<file path="src/rtl/dbg_link_pkg.sv">
package dbg_link_pkg;

    // Default limits, in target clock cycles.
    localparam int unsigned SYNC_LIMIT_DEF = 128;
    localparam int unsigned GAP_LIMIT_DEF  = 512;

    // Link supervision states.
    typedef enum logic [1:0] {
        LS_IDLE  = 2'd0,   // no frame open, waiting for a falling edge
        LS_FRAME = 2'd1,   // frame open, interval timer supervising
        LS_SYNC  = 2'd2    // SYNC request seen, waiting for release
    } link_state_e;

    // Per-cycle line events derived from the synchronised level.
    typedef struct packed {
        logic level;
        logic fall;
        logic rise;
    } line_ev_t;

    // Registered outputs of the link control.
    typedef struct packed {
        logic soft_rst;
        logic sync_det;
        logic sync_rsp;
        logic frame_start;
    } link_out_t;

    // Counter width able to hold the value lim without wrapping.
    function automatic int unsigned cnt_bits(input int unsigned lim);
        return (lim < 2) ? 1 : $clog2(lim + 1);
    endfunction

    // Output bundle with every flag cleared.
    function automatic link_out_t quiet_outputs();
        link_out_t o;
        o.soft_rst    = 1'b0;
        o.sync_det    = 1'b0;
        o.sync_rsp    = 1'b0;
        o.frame_start = 1'b0;
        return o;
    endfunction

endpackage

</file>
<file path="src/rtl/dbg_line_edge.sv">
module dbg_line_edge
    import dbg_link_pkg::*;
(
    input  logic     clk,
    input  logic     rst,
    input  logic     line_i,
    output line_ev_t ev_o
);

    // Previous sample; the released line idles high.
    logic prev_q;

    always_ff @(posedge clk) begin
        if (rst) begin
            prev_q <= 1'b1;
        end else begin
            prev_q <= line_i;
        end
    end

    always_comb begin
        ev_o.level = line_i;
        ev_o.fall  = prev_q & ~line_i;
        ev_o.rise  = ~prev_q & line_i;
    end

endmodule

</file>
<file path="src/rtl/dbg_gap_timer.sv">
module dbg_gap_timer #(
    parameter int unsigned LIMIT = 512,
    parameter int unsigned CNT_W = 10
) (
    input  logic             clk,
    input  logic             rst,
    input  logic             restart_i,
    output logic [CNT_W-1:0] cnt_o
);

    localparam logic [CNT_W-1:0] CNT_MAX = CNT_W'(LIMIT);
    localparam logic [CNT_W-1:0] CNT_ONE = CNT_W'(1);

    logic [CNT_W-1:0] cnt_q;

    // Holds the number of clocks since the one that sampled the last
    // falling edge (that clock itself gives 1), saturating at LIMIT.
    always_ff @(posedge clk) begin
        if (rst) begin
            cnt_q <= '0;
        end else if (restart_i) begin
            cnt_q <= CNT_ONE;
        end else if (cnt_q != CNT_MAX) begin
            cnt_q <= cnt_q + CNT_ONE;
        end
    end

    assign cnt_o = cnt_q;

endmodule

</file>
<file path="src/rtl/dbg_link_fsm.sv">
module dbg_link_fsm
    import dbg_link_pkg::*;
#(
    parameter int unsigned SYNC_LIMIT = 128,
    parameter int unsigned GAP_LIMIT  = 512,
    parameter int unsigned CNT_W      = 10
) (
    input  logic             clk,
    input  logic             rst,
    input  line_ev_t         ev_i,
    input  logic [CNT_W-1:0] cnt_i,
    input  logic             erase_i,
    output link_out_t        out_o
);

    localparam logic [CNT_W-1:0] SYNC_CNT = CNT_W'(SYNC_LIMIT);
    localparam logic [CNT_W-1:0] GAP_CNT  = CNT_W'(GAP_LIMIT);

    link_state_e st_q, st_n;
    link_out_t   out_q, out_n;
    logic        sync_hit;
    logic        gap_hit;

    // Line has been low since the edge for SYNC_LIMIT further clocks.
    assign sync_hit = ~ev_i.level & (cnt_i == SYNC_CNT);
    // Interval exhausted (counter sits saturated at the limit).
    assign gap_hit  = (cnt_i == GAP_CNT);

    always_comb begin
        st_n  = st_q;
        out_n = quiet_outputs();
        unique case (st_q)
            LS_IDLE: begin
                if (ev_i.fall) begin
                    st_n              = LS_FRAME;
                    out_n.frame_start = 1'b1;
                end
            end
            LS_FRAME: begin
                if (ev_i.fall) begin
                    st_n = LS_FRAME;          // new bit, timer restarts
                end else if (sync_hit) begin
                    st_n = LS_SYNC;
                end else if (gap_hit && !erase_i) begin
                    st_n           = LS_IDLE;
                    out_n.soft_rst = 1'b1;
                end
            end
            LS_SYNC: begin
                // No time limit here: only the release leaves this state.
                if (ev_i.rise) begin
                    st_n           = LS_IDLE;
                    out_n.soft_rst = 1'b1;
                    out_n.sync_rsp = 1'b1;
                end
            end
            default: begin
                st_n = LS_IDLE;
            end
        endcase
        out_n.sync_det = (st_n == LS_SYNC);
    end

    always_ff @(posedge clk) begin
        if (rst) begin
            st_q  <= LS_IDLE;
            out_q <= quiet_outputs();
        end else begin
            st_q  <= st_n;
            out_q <= out_n;
        end
    end

    assign out_o = out_q;

endmodule

</file>
<file path="src/rtl/dbg_link_tmon.sv">
module dbg_link_tmon
    import dbg_link_pkg::*;
#(
    parameter int unsigned SYNC_LIMIT = SYNC_LIMIT_DEF,
    parameter int unsigned GAP_LIMIT  = GAP_LIMIT_DEF
) (
    input  logic clk,
    input  logic rst,
    input  logic line_i,
    input  logic erase_pend_i,
    output logic soft_rst_o,
    output logic sync_det_o,
    output logic sync_rsp_o,
    output logic frame_start_o
);

    // SYNC_LIMIT is expected to be below GAP_LIMIT so a held-low line is
    // classed as SYNC before the gap abort can fire.
    localparam int unsigned CNT_W = cnt_bits(GAP_LIMIT);

    line_ev_t         ev;
    logic [CNT_W-1:0] cnt;
    link_out_t        lo;

    dbg_line_edge u_edge (
        .clk    (clk),
        .rst    (rst),
        .line_i (line_i),
        .ev_o   (ev)
    );

    dbg_gap_timer #(
        .LIMIT (GAP_LIMIT),
        .CNT_W (CNT_W)
    ) u_timer (
        .clk       (clk),
        .rst       (rst),
        .restart_i (ev.fall),
        .cnt_o     (cnt)
    );

    dbg_link_fsm #(
        .SYNC_LIMIT (SYNC_LIMIT),
        .GAP_LIMIT  (GAP_LIMIT),
        .CNT_W      (CNT_W)
    ) u_fsm (
        .clk     (clk),
        .rst     (rst),
        .ev_i    (ev),
        .cnt_i   (cnt),
        .erase_i (erase_pend_i),
        .out_o   (lo)
    );

    assign soft_rst_o    = lo.soft_rst;
    assign sync_det_o    = lo.sync_det;
    assign sync_rsp_o    = lo.sync_rsp;
    assign frame_start_o = lo.frame_start;

endmodule

</file>
<file path="config.mk">
export PLATFORM = sky130hd
export DESIGN_NAME = dbg_link_tmon
export DESIGN_NICKNAME = d
export VERILOG_FILES = /design/src/rtl/dbg_link_pkg.sv /design/src/rtl/dbg_line_edge.sv /design/src/rtl/dbg_gap_timer.sv /design/src/rtl/dbg_link_fsm.sv /design/src/rtl/dbg_link_tmon.sv
export SDC_FILE = /design/constraint.sdc
export NUM_CORES = 1
export LEC_CHECK = 0
export BUFFER_PORTS_ARGS = -buffer_cell sky130_fd_sc_hd__buf_2
export CAP_MARGIN = 0
export CORE_MARGIN = 5
export CORE_UTILIZATION = 30
export CTS_BUF_LIST = sky130_fd_sc_hd__clkbuf_8
export DETAILED_ROUTE_END_ITERATION = 6
export PLACE_DENSITY = 0.47
export SLEW_MARGIN = 15
export SYNTH_ARGS = -nofsm -noshare
export SYNTH_HDL_FRONTEND = slang
export SYNTH_SLANG_ARGS = --single-unit
</file>
<file path="constraint.sdc">
create_clock -name clk -period 1.5 [get_ports clk]
set_input_delay 0.3 -clock clk [delete_from_list [all_inputs] [get_ports clk]]
set_output_delay 0.3 -clock clk [all_outputs]
set_load 0.005 [all_outputs]
</file>
==> metrics.md, run 1 <==
| Metric | Value |
|---|---|
| Post-layout util | 0.431 |
| Final period util | 1.12 |
| Mapped Area | 896 sq um |
| Filler cell count | 294 |
| CTS Buffer Depth | 2 |
| IO Pins | 8 |
| Switching share of total power | 0.260 |
| Area growth from synthesis to layout | 34.9% |
| Worst min path class | in -> reg |
| WL per Instance | 12.1 um |
| Initial antenna violation count | 0 |
| Setup ws final | -0.174 ns |
| Placer Congestion | 0.740 |
| CP Class | reg -> reg |
| Synthesized flop and latch total | 17 |
| Number of library cell types mapped by synthesis | 31 |
| Share of layout cells above drive strength 1 | 0.386 |
| Max cap viols | 0 |
| Failing checks | setup timing |
| P_sw | 251 uW |
| Wirelength, routed | 1910 um |
| Fin crit period | 1.67 ns |
| DRT antenna net count | 0 |
| Flop pwr share | 0.488 |
| Setup crit end kind | flip-flop |
| Die Y | 64.6 um |
| Arr. time, crit path | 1.82 ns |
| Global-route wire length before repair | 3270 um |
| Status | complete, but fails checks |
| Clock Latency Late Sink | 0.26 ns |
| Number of global-route vias before repair | 729 |
| Inserted Clock Buffers | 3 |
| Sequential area share after synthesis | 0.380 |
| DRC Markers | 0 |
| Initial DRC Count | 30 |
| Hold_buf cts | 0 |
| Worst-margin pin slew | 0.336 ns |
| DRT Pass-1 Iters | 4 |
| GRT overflow | 0 |
| Post-synth EDFFs | 0 |
| Headroom to the max-slew limit | 0.776 |
| Fin Clk Skew | 0.00599 ns |
| CORE AREA | 2810 sq um |
| Multi-input gate area | 583 sq um |
| Ant diodes | 0 |
| Total GRT Usage | 0.103 |
| Total number of vias | 755 |
| Cell Rows | 19 |
| Final Max Tran Viols | 0 |
| Critical path startpoint category | flip-flop |
| CTS sink cnt | 17 |
| Root buffer cell | clkbuf_8 |
| Hold WS | 0.289 ns |
| Finish-stage setup viols | 8 |
| Largest net degree at the start of global routing | 10 |
| Syn Nets | 108 |
| Avg Vias per Cell | 4.78 |
| PortBufs | 7 |
| Power Internal | 715 uW |
| CP required | 1.65 ns |
| Final net count | 138 |
| Combinational power share | 0.148 |
| Synth Area per Inst | 9.14 sq um |
| Post-synth ARST share | 0 |
| Yosys warning total | 0 |
| Final HPWL DP | 1450 um |
| Peak Freq | 597 MHz |
| RSZ-0062 raised after global routing | true |
| Chip Width | 64.6 um |
| CTS tree | built |
| Final hold vios | 0 |
| Clock Power Share | 0.364 |
| CP max FO | 4 |
| Seq. cell area | 342 sq um |
| Initial Util | 0.319 |
| Top_reg_cell synth | dfxtp_1 |
| Clk slew on worst S/H paths | 0.07 ns |
| Place WS | -0.237 ns |
| Cell Pwr Density | 799 nW/um^2 |
| H-Tree Depth | 1 |
| Max VDD drop | 0.294 mV |
| Post-Syn Instances | 98 |
| Total die area | 4180 sq um |
| Static leakage | 0.000490 uW |
-- logic make-up (layout without fill, tap and decap cells) --
logic type	after synthesis	after routing	share of synthesized area
muxes	1	1	0.0112
AOI/OAI and AO/OA	13	13	0.106
xor gates and xnor gates	7	7	0.0684
and+or+nand+nor	47	47	0.321
DFF	17	17	0.380
buffers and inverters	7	36	0.0293
adders and majority gates	6	6	0.0838
-- worst max-delay path, stage by stage, from the launching register on --
cell     delay, ns
dfxtp_2       0.33
inv_2         0.05
ha_1          0.13
or4b_4        0.52
nor4_4        0.29
o32a_2        0.20
nor2_1        0.05
-- power by group through the flow --
stage	Combinational (uW)	Clock (uW)	Sequential [uW]
after floorplan	73.9	0	484
final	143	351	471
after CTS	140	354	471
after global placement	132	0	481
after detailed placement	130	0	481
after global routing	161	378	472
-- sequential cells by signal (all words and copies together), names as in the netlist --
name           cells
u_edge.prev_q      1
u_fsm.st_q         2
u_timer.cnt_o     10
u_fsm.out_o        4
-- what timing repair did --
| action | in CTS | in global routing |
|---|---|---|
| gates resized for setup | 4 | 3 |
| cloned | 0 | 0 |
| setup endpoints to repair | 8 | 9 |
| pin swaps | 3 | 2 |
| hold endpoints to repair | 0 | 0 |
| buffers inserted | 1 | 0 |
-- path summary, 6_finish.rpt --
kind	start	endpoint	slack (ns)	cells past startpoint
min	rst	u_timer.cnt_o[0]$_SDFFE_PP0P_	0.29	2
min reg2reg	u_fsm.st_q[1]$_SDFF_PP0_	u_fsm.st_q[1]$_SDFF_PP0_	0.60	2
max reg2reg	u_timer.cnt_o[0]$_SDFFE_PP0P_	u_fsm.st_q[1]$_SDFF_PP0_	-0.17	6
max	u_timer.cnt_o[0]$_SDFFE_PP0P_	u_fsm.st_q[1]$_SDFF_PP0_	-0.17	6
-- cell type report --
| cell class | instances | share of cell area |
|---|---|---|
| tap | 31 | 0.0321 |
| multi-input combinational | 74 | 0.482 |
| timing repair buffer | 26 | 0.147 |
| clock buffer | 3 | 0.0342 |
| sequential | 17 | 0.283 |
| clock inverter | 1 | 0.00311 |
| inverter | 6 | 0.0186 |
-- cells in the mapped netlist, types with 2 or more instances --
cell type  instances  area (sq um)
and2_1             2          12.5
nor2_1            10          37.5
nand2_1            3          11.3
and3_1             3          18.8
dfxtp_1           17           340
nor2b_1            3          18.8
inv_1              6          22.5
o21ai_0            4          20.0
or3_2              2          15.0
xor2_1             2          17.5
a211oi_2           2          25.0
nand3_1            3          15.0
ha_1               6          75.1
nor4_1             2          12.5
nor3b_1            3          22.5
o21a_1             2          15.0
nand2b_1           5          31.3
a21oi_1            3          15.0
nor3_1             3          15.0
xnor2_1            5          43.8
or3b_2             2          17.5
-- layer usage --
layer,track usage,vias to the layer above,share of wire
met5,0,-,0
met4,0.0633,0,0.024
met3,0.0259,4,0.038
met2,0.142,8,0.41
met1,0.142,345,0.53
li1,-,398,-
-- layout by cell type, fill, tap and decap left out, drive strengths merged --
master / instances
o21ai: 4
mux2i: 1
or3b: 2
nor3: 4
nand2b: 5
nor3b: 3
nand2: 3
nor2: 10
clkbuf: 3
o2111ai: 1
nor2b: 3
ha: 6
and3: 4
or4b: 2
nand4: 1
a21oi: 3
o32a: 1
xnor2: 5
nor4: 2
a211oi: 2
and2: 2
or2: 1
inv: 7
dfxtp: 17
buf: 26
or3: 2
nand3: 3
xor2: 2
o21a: 2
-- stage by stage --
| step | total power (uW) | setup TNS (ns) | instance area [sq um] | instances |
|---|---|---|---|---|
| 6_report | 965 | -1.13 | 1210 | 158 |
| 5_1_grt | 1010 | -1.72 | 1210 | 158 |
| 4_1_cts | 964 | -1.15 | 1190 | 158 |
| 3_5_place_dp | 612 | -1.08 | 1110 | 153 |
| 3_3_place_gp | 613 | -0.842 | 1110 | 153 |
| 2_1_floorplan | 558 | -0.454 | 910 | 98 |
Note: power is estimated with default switching activity, not from simulation.
==> run 2, diff against run 1 <==
--- a/config.mk
+++ b/config.mk
@@ -11,8 +11,9 @@
 export CORE_UTILIZATION = 30
 export CTS_BUF_LIST = sky130_fd_sc_hd__clkbuf_8
 export DETAILED_ROUTE_END_ITERATION = 6
-export PLACE_DENSITY = 0.47
-export SLEW_MARGIN = 15
+export PLACE_DENSITY = 0.45
+export SLEW_MARGIN = 10
 export SYNTH_ARGS = -nofsm -noshare
 export SYNTH_HDL_FRONTEND = slang
 export SYNTH_SLANG_ARGS = --single-unit
+export TNS_END_PERCENT = 50
==> constraint.sdc (replaced) <==
create_clock -name clk -period 2.17 [get_ports clk]
set_input_delay 0.434 -clock clk [delete_from_list [all_inputs] [get_ports clk]]
set_output_delay 0.434 -clock clk [all_outputs]
set_load 0.005 [all_outputs]
==> run 2 against run 1 <==
Net effect:
- the flow now finishes without violations
- die area stayed put
- worst hold slack better by 0.16 ns
- clock skew is 0.0046 ns lower
- non-clock buffer count is 19 lower
- global-route usage is 1.2 points lower
- via count is 9.7% lower
- largest cell class unchanged
- sequential cell count stayed put
- combinational power is 54% lower
- sequential power is 30% lower
- sequential share of layout area is 5.4 points higher
==> metrics.md, run 2 (same netlist as run 1, synthesis figures left out) <==
| Metric | Value |
|---|---|
| RSZ-0062 raised after global routing | false |
| IO Pins | 8 |
| Ant diodes | 0 |
| Worst-margin pin slew | 0.327 ns |
| Fin Clk Skew | 0.00140 ns |
| Setup bufs post-CTS | 0 |
| Largest net degree at the start of global routing | 10 |
| DRT Pass-1 Iters | 4 |
| Post_cts resized | 0 |
| Root buffer cell | clkbuf_8 |
| Inserted Clock Buffers | 3 |
| Total die area | 4180 sq um |
| Final period util | 0.852 |
| Setup crit end kind | flip-flop |
| DRT antenna net count | 0 |
| DRC Markers | 0 |
| Final Max Tran Viols | 0 |
| Share of layout cells above drive strength 1 | 0.204 |
| Status | complete, no violations |
| Finish-stage setup viols | 0 |
| Area growth from synthesis to layout | 12.8% |
| Max incr delay on CP | 0.50 ns |
| Worst Setup SP | u_timer.cnt_o[0]$_SDFFE_PP0P_ |
| Peak Freq | 541 MHz |
| Worst-path cell chain | inv_1 -> ha_1 -> or4b_4 -> nor4_1 -> o21ai_0 -> a211oi_2 |
| Cell Rows | 19 |
| Filler cell count | 301 |
| PortBufs | 7 |
| CP Class | reg -> reg |
| Worst R2R Setup Slack | 0.32 ns |
| Worst min path class | in -> reg |
| Max VDD drop | 0.218 mV |
| GRT overflow | 0 |
| CTS Buffer Depth | 2 |
| Critical path capture point | u_fsm.out_o[2]$_SDFF_PP0_ |
| Wirelength, routed | 1660 um |
| Clk slew on worst S/H paths | 0.07 ns |
| Final hold vios | 0 |
| Global-route wire length before repair | 2860 um |
| CTS tree | built |
| Number of global-route vias before repair | 656 |
| Static leakage | 0.000384 uW |
| Initial DRC Count | 11 |
| Crit path max-delay family | simple AND/OR/NAND/NOR gates |
| Post-layout util | 0.360 |
| Clock Latency Late Sink | 0.25 ns |
| Setup TNS | 0 ns |
| Total GRT Usage | 0.0904 |
| Bufs and invs on worst path | 1 |
| Fin crit period | 1.85 ns |
| Final HPWL DP | 1260 um |
| CORE AREA | 2810 sq um |
| Slowest CP cell | or4b_4 |
| Initial Util | 0.319 |
| Total number of vias | 682 |
| Initial antenna violation count | 0 |
| Headroom to the max-slew limit | 0.780 |
| Die Y | 64.6 um |
| WP depth | 6 |
| CP required | 2.34 ns |
| H-Tree Depth | 1 |
| Placer Congestion | 0.730 |
| Cell Pwr Density | 623 nW/um^2 |
| Chip Width | 64.6 um |
| Reg-to-Reg End | u_fsm.out_o[2]$_SDFF_PP0_ |
| Max cap viols | 0 |
| R2r startpoint | u_timer.cnt_o[0]$_SDFFE_PP0P_ |
| Arr. time, crit path | 2.02 ns |
| Most frequent cells in the layout | dfxtp_1, nor2_1, inv_1, buf_2, ha_1 |
| Worst-case reg-to-reg path depth | 6 |
| Final net count | 119 |
| Max FFs per register | 10 |
| Critical path startpoint category | flip-flop |
| Commonest non-fill, non-tap cell in the layout | dfxtp_1 |
| WL per Instance | 11.9 um |
| CP max FO | 4 |
| Hold_buf cts | 0 |
| Avg Vias per Cell | 4.91 |
| CTS sink cnt | 17 |
-- run 2: where the power goes --
group | total (uW) | internal [uW] | switching, uW
clock network | 235 | 126 | 110
logic | 66.2 | 29.0 | 37.3
registers | 328 | 320 | 8.30
-- run 2: through the flow --
stage               hold slack (ns)  power (uW)  setup slack [ns]  std cells  area (sq um)
floorplan                     0.503         384             0.492         98           896
global placement              0.543         403             0.291        135           966
detailed placement            0.546         402             0.283        135           966
CTS                           0.441         644             0.300        139          1010
global route                  0.465         663             0.136        139          1010
finish                        0.449         630             0.322        139          1010
-- run 2: area by class of cell --
| cell class | instances | area [sq um] | area share |
|---|---|---|---|
| Inverter | 6 | 22.5 | 0.0223 |
| Tap cell | 31 | 38.8 | 0.0384 |
| Clock buffer | 3 | 41.3 | 0.0408 |
| Clock inverter | 1 | 3.75 | 0.00371 |
| Multi-Input combinational cell | 74 | 529 | 0.524 |
| Sequential cell | 17 | 340 | 0.337 |
| Timing Repair Buffer | 7 | 35.0 | 0.0347 |
-- run 2: worst min path at each step --
stage | start | end | slack (ns) | cells after the start
4_1_cts | line_i | u_edge.prev_q$_SDFF_PP1_ | 0.44 | 2
5_1_grt | line_i | u_edge.prev_q$_SDFF_PP1_ | 0.47 | 2
6_report | rst | u_timer.cnt_o[0]$_SDFFE_PP0P_ | 0.45 | 2
3_5_place_dp | u_timer.cnt_o[3]$_SDFFE_PP0P_ | u_timer.cnt_o[3]$_SDFFE_PP0P_ | 0.55 | 2
3_3_place_gp | u_timer.cnt_o[3]$_SDFFE_PP0P_ | u_timer.cnt_o[3]$_SDFFE_PP0P_ | 0.54 | 2
2_1_floorplan | rst | u_timer.cnt_o[0]$_SDFFE_PP0P_ | 0.50 | 1
-- run 2: routing by layer --
layer	part of all wire	vias up	global-route usage	routed length (um)
met4	0.030	0	0.0633	49
met2	0.40	10	0.128	661
met3	0.043	5	0.0242	71
met1	0.53	308	0.119	876
li1	-	359	-	-
met5	0	-	0	0
==> run 3, diff against run 2 <==
--- a/config.mk
+++ b/config.mk
@@ -11,7 +11,7 @@
 export CORE_UTILIZATION = 30
 export CTS_BUF_LIST = sky130_fd_sc_hd__clkbuf_8
 export DETAILED_ROUTE_END_ITERATION = 6
-export PLACE_DENSITY = 0.45
+export PLACE_DENSITY_LB_ADDON = 0.12
 export SLEW_MARGIN = 10
 export SYNTH_ARGS = -nofsm -noshare
 export SYNTH_HDL_FRONTEND = slang
==> run 3 against run 2 <==
Net effect:
- sequential cell count unchanged
- maximum frequency is 1.5% higher
- via count fell by 0.29%
- power increased by 0.43%
- register-to-register slack improved by 0.03 ns
- first-iteration DRC count up 55%
- combinational power rose by 1%
- critical endpoint unchanged
==> metrics.md, run 3 (same netlist as run 1, synthesis figures left out) <==
| Metric | Value |
|---|---|
| Bufs and invs on worst path | 1 |
| Final net count | 119 |
| Final HPWL DP | 1340 um |
| Placer Congestion | 0.749 |
| H-Tree Depth | 1 |
| Cell Pwr Density | 625 nW/um^2 |
| Setup crit end kind | flip-flop |
| Total number of vias | 680 |
| Status | complete, no violations |
| Max FFs per register | 10 |
| CP max FO | 4 |
| Cell Rows | 19 |
| CP required | 2.34 ns |
| GRT overflow | 0 |
| WL per Instance | 12.2 um |
| Max cap viols | 0 |
| Total die area | 4180 sq um |
| Most frequent cells in the layout | dfxtp_1, nor2_1, buf_2, inv_1, ha_1 |
| CTS sink cnt | 17 |
| DRT antenna net count | 0 |
| Headroom to the max-slew limit | 0.782 |
| Commonest non-fill, non-tap cell in the layout | dfxtp_1 |
| Wirelength, routed | 1700 um |
| Max VDD drop | 0.220 mV |
| WP depth | 6 |
| Arr. time, crit path | 2.00 ns |
| Chip Width | 64.6 um |
| Placed Area | 966 sq um |
| CP Class | reg -> reg |
| Ant diodes | 0 |
| Worst-case reg-to-reg path depth | 6 |
| Multi-input gate area | 529 sq um |
| Root buffer cell | clkbuf_8 |
| Fin Clk Skew | 0.00279 ns |
| Global-route wire length before repair | 2970 um |
| Filler cell count | 294 |
| Largest net degree at the start of global routing | 11 |
| Finish-stage setup viols | 0 |
| Worst-margin pin slew | 0.327 ns |
| Reg-to-Reg End | u_fsm.out_o[2]$_SDFF_PP0_ |
| Area growth from synthesis to layout | 13.0% |
| Fin crit period | 1.82 ns |
| Clk slew on worst S/H paths | 0.07 ns |
| R2r startpoint | u_timer.cnt_o[0]$_SDFFE_PP0P_ |
| Most used cell, CP | a211oi_2 |
| PortBufs | 7 |
| Post_cts resized | 0 |
| Final Max Tran Viols | 0 |
| Static leakage | 0.000383 uW |
| Total GRT Usage | 0.0914 |
| Worst R2R Setup Slack | 0.35 ns |
| Post-layout util | 0.361 |
| Critical path capture point | u_fsm.out_o[2]$_SDFF_PP0_ |
| Die Y | 64.6 um |
| DRC Markers | 0 |
| Avg Vias per Cell | 4.89 |
| Worst Setup SP | u_timer.cnt_o[0]$_SDFFE_PP0P_ |
| DRT Pass-1 Iters | 4 |
| Setup TNS | 0 ns |
| Critical path startpoint category | flip-flop |
| CORE AREA | 2810 sq um |
| Final instance area | 1010 sq um |
| Worst-path cell chain | inv_1 -> ha_1 -> or4b_4 -> a211oi_2 -> o2111ai_1 -> a211oi_2 |
| Share of layout cells above drive strength 1 | 0.213 |
| CTS Buffer Depth | 2 |
| RSZ-0062 raised after global routing | false |
| CTS tree | built |
| Slowest CP cell | or4b_4 |
| IO Pins | 8 |
| Final hold vios | 0 |
| Initial DRC Count | 17 |
| Seq. cell area | 340 sq um |
| Number of global-route vias before repair | 666 |
| Inserted Clock Buffers | 3 |
| Worst min path class | in -> reg |
| Clock Latency Late Sink | 0.25 ns |
| Crit path max-delay family | compound AO/OA/AOI/OAI gates |
| Max incr delay on CP | 0.50 ns |
| Final period util | 0.839 |
| Hold_buf cts | 0 |
| Setup bufs post-CTS | 0 |
| Initial Util | 0.319 |
| Peak Freq | 549 MHz |
| Initial antenna violation count | 0 |
==> run 3: cell types whose count changed in the layout (fill, tap and decap cells not counted), sizes merged <==
cell	delta
inv	-1
clkinv	+1
==> run 3: through the flow <==
step / worst slack, ns / instances / total power, uW / hold slack (ns)
after floorplan: 0.492 / 98 / 384 / 0.503
after global placement: 0.297 / 135 / 403 / 0.542
after detailed placement: 0.296 / 135 / 403 / 0.553
after CTS: 0.325 / 139 / 646 / 0.449
after global routing: 0.164 / 139 / 673 / 0.447
final: 0.349 / 139 / 633 / 0.452
==> run 3: layer usage <==
metal | GRT usage | vias up | part of all wire
li1 | - | 362 | -
met1 | 0.120 | 311 | 0.52
met2 | 0.134 | 5 | 0.43
met3 | 0.0242 | 2 | 0.035
met4 | 0.0554 | 0 | 0.012
met5 | 0 | - | 0
==> run 3: worst min-delay path by stage <==
stage,from,endpoint,slack (ns),depth (start not counted)
2_1_floorplan,rst,u_timer.cnt_o[0]$_SDFFE_PP0P_,0.50,1
3_3_place_gp,u_timer.cnt_o[3]$_SDFFE_PP0P_,u_timer.cnt_o[3]$_SDFFE_PP0P_,0.54,2
3_5_place_dp,u_timer.cnt_o[3]$_SDFFE_PP0P_,u_timer.cnt_o[3]$_SDFFE_PP0P_,0.55,2
4_1_cts,rst,u_fsm.out_o[0]$_SDFF_PP0_,0.45,2
5_1_grt,rst,u_fsm.out_o[0]$_SDFF_PP0_,0.45,2
6_report,rst,u_fsm.out_o[0]$_SDFF_PP0_,0.45,2
==> run 3: layout make-up <==
type / instances / share of cell area
repair buffers: 7 / 0.0346
multi-input cells: 74 / 0.523
clock inverters: 1 / 0.00494
inverters: 6 / 0.0222
flip-flops and latches: 17 / 0.336
clock buffers: 3 / 0.0408
well taps: 31 / 0.0383
==> run 3: where the power goes <==
group / total, uW / switching [uW] / leakage [uW] / internal, uW
Clock: 237 / 110 / 0.0000255 / 127
Sequential: 329 / 8.43 / 0.000138 / 320
Combinational: 67.1 / 38.2 / 0.000219 / 29.0
Total: 633 / 156 / 0.000383 / 476
